<file path="config.mk">
export PLATFORM = sky130hd
export DESIGN_NAME = frac_clkdiv
export DESIGN_NICKNAME = d
export VERILOG_FILES = /design/src/rtl/frac_clkdiv_pkg.sv /design/src/rtl/fcd_cfg_regs.sv /design/src/rtl/fcd_pattern_seq.sv /design/src/rtl/fcd_period_gen.sv /design/src/rtl/frac_clkdiv.sv
export SDC_FILE = /design/constraint.sdc
export NUM_CORES = 1
export LEC_CHECK = 0
export CAP_MARGIN = 5
export CORE_MARGIN = 5
export CORE_UTILIZATION = 45
export DETAILED_ROUTE_END_ITERATION = 12
export PLACE_DENSITY = 0.62
export SLEW_MARGIN = 20
export SYNTH_ARGS = -nofsm -noshare
export SYNTH_HDL_FRONTEND = slang
export SYNTH_SLANG_ARGS = --single-unit
</file>
<file path="constraint.sdc">
create_clock -name clk -period 3.51 [get_ports clk]
set_clock_uncertainty 0.1 [all_clocks]
set_input_delay 0.351 -clock clk [delete_from_list [all_inputs] [get_ports clk]]
set_output_delay 0.351 -clock clk [all_outputs]
set_load 0.005 [all_outputs]
</file>
<file path="src/rtl/frac_clkdiv_pkg.sv">
package frac_clkdiv_pkg;
  localparam int DIV_W_DEF  = 12;
  localparam int FRAC_W_DEF = 16;

  typedef enum logic {
    CFG_CTRL = 1'b0,
    CFG_PAT  = 1'b1
  } cfg_addr_e;

  localparam int CTRL_EN_BIT  = 12;
  localparam int CTRL_SEL_BIT = 13;
endpackage

</file>
<file path="src/rtl/fcd_cfg_regs.sv">
module fcd_cfg_regs
  import frac_clkdiv_pkg::*;
#(
  parameter int DIV_W  = DIV_W_DEF,
  parameter int FRAC_W = FRAC_W_DEF
) (
  input  logic              clk,
  input  logic              rst_n,
  input  logic              we,
  input  logic              addr,
  input  logic [FRAC_W-1:0] wdata,
  output logic [DIV_W-1:0]  div_o,
  output logic              en_o,
  output logic              sel_o,
  output logic [FRAC_W-1:0] pat_o
);
  logic [DIV_W-1:0]  div_q, div_d;
  logic              en_q, en_d;
  logic              sel_q, sel_d;
  logic [FRAC_W-1:0] pat_q, pat_d;

  always_comb begin
    div_d = div_q;
    en_d  = en_q;
    sel_d = sel_q;
    pat_d = pat_q;
    if (we) begin
      if (cfg_addr_e'(addr) == CFG_CTRL) begin
        div_d = wdata[DIV_W-1:0];
        en_d  = wdata[CTRL_EN_BIT];
        sel_d = wdata[CTRL_SEL_BIT];
      end else begin
        pat_d = wdata;
      end
    end
  end

  always_ff @(posedge clk or negedge rst_n) begin
    if (!rst_n) begin
      div_q <= '0;
      en_q  <= 1'b0;
      sel_q <= 1'b0;
      pat_q <= '0;
    end else begin
      div_q <= div_d;
      en_q  <= en_d;
      sel_q <= sel_d;
      pat_q <= pat_d;
    end
  end

  assign div_o = div_q;
  assign en_o  = en_q;
  assign sel_o = sel_q;
  assign pat_o = pat_q;

  // a control write reaches the enable on the next cycle
  a_r10_en_load: assert property (@(posedge clk) disable iff (!rst_n)
    (we && (addr == 1'b0)) |=> (en_q == $past(wdata[CTRL_EN_BIT])));
endmodule

</file>
<file path="src/rtl/fcd_pattern_seq.sv">
module fcd_pattern_seq #(
  parameter int FRAC_W = 16
) (
  input  logic              clk,
  input  logic              rst_n,
  input  logic              en,
  input  logic              adv,
  input  logic              first,
  input  logic [FRAC_W-1:0] pat_live,
  output logic              stretch
);
  localparam int IDX_W = (FRAC_W > 1) ? $clog2(FRAC_W) : 1;

  function automatic logic [IDX_W-1:0] top_bit(input logic [FRAC_W-1:0] p);
    logic [IDX_W-1:0] r;
    r = '0;
    for (int b = 0; b < FRAC_W; b++) begin
      if (p[b]) r = IDX_W'(b);
    end
    return r;
  endfunction

  logic [FRAC_W-1:0] pat_q, pat_d;
  logic [IDX_W-1:0]  idx_q, idx_d;
  logic              wrap_q, wrap_d;
  logic              new_rep;
  logic [IDX_W-1:0]  msb_live;

  assign new_rep  = first || wrap_q;
  assign msb_live = top_bit(pat_live);
  assign stretch  = new_rep ? (|pat_live) : pat_q[idx_q];

  always_comb begin
    pat_d  = pat_q;
    idx_d  = idx_q;
    wrap_d = wrap_q;
    if (!en) begin
      wrap_d = 1'b1;
    end else if (adv) begin
      if (new_rep) begin
        pat_d  = pat_live;
        idx_d  = msb_live - IDX_W'(1);
        wrap_d = (msb_live == '0);
      end else begin
        idx_d  = idx_q - IDX_W'(1);
        wrap_d = (idx_q == '0);
      end
    end
  end

  always_ff @(posedge clk or negedge rst_n) begin
    if (!rst_n) begin
      pat_q  <= '0;
      idx_q  <= '0;
      wrap_q <= 1'b1;
    end else begin
      pat_q  <= pat_d;
      idx_q  <= idx_d;
      wrap_q <= wrap_d;
    end
  end

  // inside a repeat the walk index stays below the repeat's top bit
  a_r6_idx_below_top: assert property (@(posedge clk) disable iff (!rst_n)
    !wrap_q |-> (idx_q < top_bit(pat_q)));
  // the pattern in use only changes where a repeat begins
  a_r8_pat_held: assert property (@(posedge clk) disable iff (!rst_n)
    !wrap_q |=> $stable(pat_q));
endmodule

</file>
<file path="src/rtl/fcd_period_gen.sv">
module fcd_period_gen #(
  parameter int DIV_W = 12
) (
  input  logic             clk,
  input  logic             rst_n,
  input  logic             en,
  input  logic             tick,
  input  logic [DIV_W-1:0] div,
  input  logic             stretch,
  output logic             begin_o,
  output logic             first_o,
  output logic             clk_o
);
  localparam int PW = DIV_W + 1;
  localparam logic [DIV_W-1:0] MIN_DIV = DIV_W'(2);

  logic [PW-1:0]    cnt_q, cnt_d;
  logic [PW-1:0]    per_q, per_d;
  logic [PW-1:0]    hi_q, hi_d;
  logic             run_q, run_d;
  logic             out_q, out_d;
  logic             last;
  logic             begin_per;
  logic [DIV_W-1:0] eff_div;

  assign last      = (cnt_q == per_q - PW'(1));
  assign begin_per = en && tick && (!run_q || last);
  assign eff_div   = (div < MIN_DIV) ? MIN_DIV : div;

  always_comb begin
    cnt_d = cnt_q;
    per_d = per_q;
    hi_d  = hi_q;
    run_d = run_q;
    out_d = out_q;
    if (!en) begin
      cnt_d = '0;
      run_d = 1'b0;
      out_d = 1'b0;
    end else if (begin_per) begin
      per_d = {1'b0, eff_div} + {{DIV_W{1'b0}}, stretch};
      hi_d  = per_d >> 1;
      cnt_d = '0;
      run_d = 1'b1;
      out_d = 1'b1;
    end else if (tick) begin
      cnt_d = cnt_q + PW'(1);
      out_d = (cnt_q + PW'(1)) < hi_q;
    end
  end

  always_ff @(posedge clk or negedge rst_n) begin
    if (!rst_n) begin
      cnt_q <= '0;
      per_q <= '0;
      hi_q  <= '0;
      run_q <= 1'b0;
      out_q <= 1'b0;
    end else begin
      cnt_q <= cnt_d;
      per_q <= per_d;
      hi_q  <= hi_d;
      run_q <= run_d;
      out_q <= out_d;
    end
  end

  assign begin_o = begin_per;
  assign first_o = !run_q;
  assign clk_o   = out_q;

  // the output rises only as a period begins
  a_r5_rise_at_start: assert property (@(posedge clk) disable iff (!rst_n)
    $rose(out_q) |-> (run_q && cnt_q == '0));
  // a running period is never shorter than two ticks
  a_r4_min_period: assert property (@(posedge clk) disable iff (!rst_n)
    run_q |-> (per_q >= PW'(2)));
  // the period length is held until the period ends
  a_r7_len_held: assert property (@(posedge clk) disable iff (!rst_n)
    (en && run_q && !(tick && last)) |=> $stable(per_q));
endmodule

</file>
<file path="src/rtl/frac_clkdiv.sv">
module frac_clkdiv
  import frac_clkdiv_pkg::*;
#(
  parameter int DIV_W  = DIV_W_DEF,
  parameter int FRAC_W = FRAC_W_DEF
) (
  input  logic              clk,
  input  logic              rst_n,
  input  logic              alt_tick,
  input  logic              cfg_we,
  input  logic              cfg_addr,
  input  logic [FRAC_W-1:0] cfg_wdata,
  output logic              clk_out
);
  logic [DIV_W-1:0]  div;
  logic              en;
  logic              sel;
  logic [FRAC_W-1:0] pat;
  logic              tick;
  logic              stretch;
  logic              begin_per;
  logic              first;

  fcd_cfg_regs #(.DIV_W(DIV_W), .FRAC_W(FRAC_W)) u_cfg (
    .clk   (clk),
    .rst_n (rst_n),
    .we    (cfg_we),
    .addr  (cfg_addr),
    .wdata (cfg_wdata),
    .div_o (div),
    .en_o  (en),
    .sel_o (sel),
    .pat_o (pat)
  );

  assign tick = sel ? 1'b1 : alt_tick;

  fcd_pattern_seq #(.FRAC_W(FRAC_W)) u_seq (
    .clk      (clk),
    .rst_n    (rst_n),
    .en       (en),
    .adv      (begin_per),
    .first    (first),
    .pat_live (pat),
    .stretch  (stretch)
  );

  fcd_period_gen #(.DIV_W(DIV_W)) u_gen (
    .clk     (clk),
    .rst_n   (rst_n),
    .en      (en),
    .tick    (tick),
    .div     (div),
    .stretch (stretch),
    .begin_o (begin_per),
    .first_o (first),
    .clk_o   (clk_out)
  );

  // a cleared enable forces the output low one cycle later
  a_r2_low_when_off: assert property (@(posedge clk) disable iff (!rst_n)
    !en |=> !clk_out);
  // without a tick the output keeps its level
  a_r9_hold_no_tick: assert property (@(posedge clk) disable iff (!rst_n)
    (en && !tick) |=> $stable(clk_out));
endmodule

</file>
==> flow_metrics.tcl <==
set metrics [dict create \
    outcome "finished, final reports clean" \
    cts_tree "built" \
    first_pass_iters 4 \
    hold-worst-slack_ns 0.3983 \
    drive_gt1_share_pct 16.82 \
    power_density_mw_per_mm2 619.2 \
    use_met1_pct 23.66 \
    track_usage_pct 17.21 \
    ctsResizeCount 0 \
    post_cts_buffers 0 \
    yosysWarnings 0 \
    synth.avg_cell_area_um2 11.11 \
    initial_utilization_pct 45.38 \
    ys_ff_latch 79 \
    pre_cts_ws_ns 0.3408 \
    overflow 0 \
    synthArstFlopShare_pct 100.0 \
    die-area_mm2 0.01235 \
    finalMaxSlewViolations 0 \
    r2r-end "u_seq.pat_q[3]" \
    grt_max_degree 80 \
    worstPathArrival_ns 3.35 \
    start_kind "register" \
    synth_enable_flop_cells 0 \
    cpPeakStageDelay_ns 0.45 \
    tightest_slew_ns 0.7140 \
    cts.sinks 79 \
    port-buffer-count 21 \
    end_kind "register" \
    setup_ws_ns 0.3061 \
    min_period_ns 3.204 \
    hold_viol_final 0 \
    synth-main-ff-cell "dfrtp_1" \
    multi_input_area_mm2 0.002452 \
    clkTransAtPathRegs_ns 0.08 \
    critPathMaxFanout 16 \
    dpl_cell_area_mm2 0.004925 \
    core_area_mm2 0.01014 \
    h-tree-depth 3 \
    fillers 926 \
    synth_seq_area_share_pct 43.00 \
    avgViaCountPerCell 5.521 \
    final_cell_area_mm2 0.005170 \
    worstPathCellList "inv_1 -> ha_1 -> nor3b_4 -> nand4_1 -> xnor2_1 -> a311oi_1 -> and4_1 -> a31o_1 -> buf_4 -> mux2_1" \
    grt_busiest_layer "met2" \
    max_cap_viol_count 0 \
    ctsLongestPathBuffers 2 \
    die_h_um 111.1 \
    hold_depth 1 \
    worstRegToRegCells 10 \
    std_cell_rows 37 \
    p_leak_nw 2.263 \
    synthTopCellsByCount "dfrtp_1, mux2_2, xnor2_1" \
    cp_slowest_cell "dfrtp_1" \
    finalSetupViolCount 0 \
    hold_class "reg -> reg" \
    grt_use_met2_pct 26.70 \
    total_power_w 0.003201 \
    dpl.hpwl_um 7467 \
    synth_fp_nets 451 \
    r2r_slack_ns 0.31 \
    synth_cell_types 53 \
    first_iter_violations 136 \
    grt_pass1_wl_um 17230 \
    fmax_mhz 312.1 \
    cts_hold_buf 0 \
    diodes 0 \
    grt_pass1_vias 3365 \
    ir_drop_uv 284.8 \
    grt_util_met3_pct 3.166 \
    place_congestion 0.8149 \
    whs_endpoint "u_seq.pat_q[2]" \
    synthTopCellsByArea "dfrtp_1, mux2_2, xnor2_1" \
    synth_top_area_cell "dfrtp_1" \
    slew_headroom_pct 52.28 \
    dr_total_vias 3180 \
    path_class "reg -> reg" \
    regToRegStartpoint "u_gen.per_q[1]" \
    tns_ns 0 \
    numCtsBuffers 9 \
    yosysMostFrequentCell "dfrtp_1" \
    wl_per_cell_um 17.24 \
    die_x_um 111.1 \
    period_share_pct 91.28 \
    fin_nets 472 \
    rsz0062_at_grt "no" \
    hp-start "u_seq.pat_q[2]" \
    cp.required_ns 3.65 \
    synth_area_mm2 0.004601 \
    postRouteAntennaNets 0 \
    cts_root_buf "clkbuf_8" \
    synthToLayoutAreaGrowth_pct 12.37 \
    antenna_found_initial 0 \
    synthCells 414 \
    drc 0 \
    drt_wl_total_um 9928 \
    regArea_mm2 0.001978 \
    io_pins 22 \
    yosys.area.top_type_share_pct 42.43 \
    worst_skew_pair.late_latency_ns 0.35 \
]
[logic make-up after synthesis]
family,Yosys count,share of synthesized area [%]
AO/OA/AOI/OAI,54,8.431
XOR/XNOR,40,7.615
adder cells (fa/ha/maj),16,4.351
buffers and inverters,37,3.780
flip-flops,79,43.00
multiplexers,68,18.36
AND/OR/NAND/NOR,120,14.47
[worst max path at each step]
stage                         startpoint        endpoint  slack, ns  cells after the start
after floorplan           u_seq.idx_q[0]  u_gen.per_q[7]       0.62                     11
after global placement    u_gen.per_q[0]  u_seq.pat_q[1]       0.50                     10
after detailed placement  u_gen.per_q[1]  u_seq.pat_q[3]       0.34                     10
after CTS                 u_gen.per_q[1]  u_seq.pat_q[3]       0.33                     10
after global routing      u_gen.per_q[0]  u_seq.pat_q[4]       0.12                     10
final                     u_gen.per_q[1]  u_seq.pat_q[3]       0.31                     10
[worst max-delay path: cells and delay by family (launching register included)]
kind | cells | cell delay, ns
fa+ha+maj | 1 | 0.17
xor+xnor | 1 | 0.16
flops | 1 | 0.45
buf+inv | 2 | 0.35
simple gates | 3 | 0.98
compound gates | 2 | 0.51
mux | 1 | 0.35
[area by class of cell]
| type | count | share of cell area (%) |
|---|---|---|
| sequential | 79 | 38.26 |
| multi-input combinational | 298 | 47.43 |
| clock buffer | 11 | 2.928 |
| inverter | 19 | 1.379 |
| timing repair buffer | 28 | 5.155 |
| clock inverter | 5 | 1.549 |
| tap | 136 | 3.291 |
[sequential cells by signal, indices dropped and copies added (netlist names)]
register / cells
u_cfg.pat_o: 16
u_seq.pat_q: 16
u_gen.cnt_q: 13
u_gen.per_q: 13
u_cfg.div_o: 12
u_seq.idx_q: 4
u_cfg.en_o: 1
u_cfg.sel_o: 1
u_gen.clk_o: 1
u_gen.run_q: 1
u_seq.wrap_q: 1
[report_power, final]
| part | leakage (nW) | switching, W | total, W | internal (W) |
|---|---|---|---|---|
| clock | 0.112 | 0.000342 | 0.000780 | 0.000438 |
| sequential | 0.954 | 0.000310 | 0.00146 | 0.00115 |
| combinational | 1.20 | 0.000409 | 0.000960 | 0.000552 |
[layer usage]
metal  part of all wire [%]  wire, um  vias to the layer above
met5                      0         0                        -
met4                    2.3       225                        0
met3                    3.0       295                       17
met2                     46      4540                       56
met1                     49      4867                     1560
li1                       -         -                     1547
[cells in the final DEF, fill, tap and decap left out, types with 7 or more instances in the layout]
cell type,synthesis,routed
a31oi_1,10,10
mux2_2,30,30
mux2_1,11,11
nor2_1,17,17
and3_1,13,13
inv_1,19,19
dfrtp_1,78,78
ha_1,16,16
nand2b_1,7,7
clkdlybuf4s50_1,0,20
nand2_1,22,22
mux2i_1,12,12
nor4_1,7,7
xnor2_1,23,23
mux2_4,10,10
nor3_1,11,11
a21oi_1,8,7
nand3_1,19,19
xor2_1,17,17
clkbuf_8,0,11
[per-stage QoR]
| step | cells | util [%] |
|---|---|---|
| after floorplan | 414 | - |
| after global placement | 559 | 48.57 |
| after detailed placement | 559 | 48.57 |
| after CTS | 575 | 50.86 |
| after global routing | 576 | 50.99 |
| final | 576 | 50.99 |
Power figures use the tool's default switching activity.
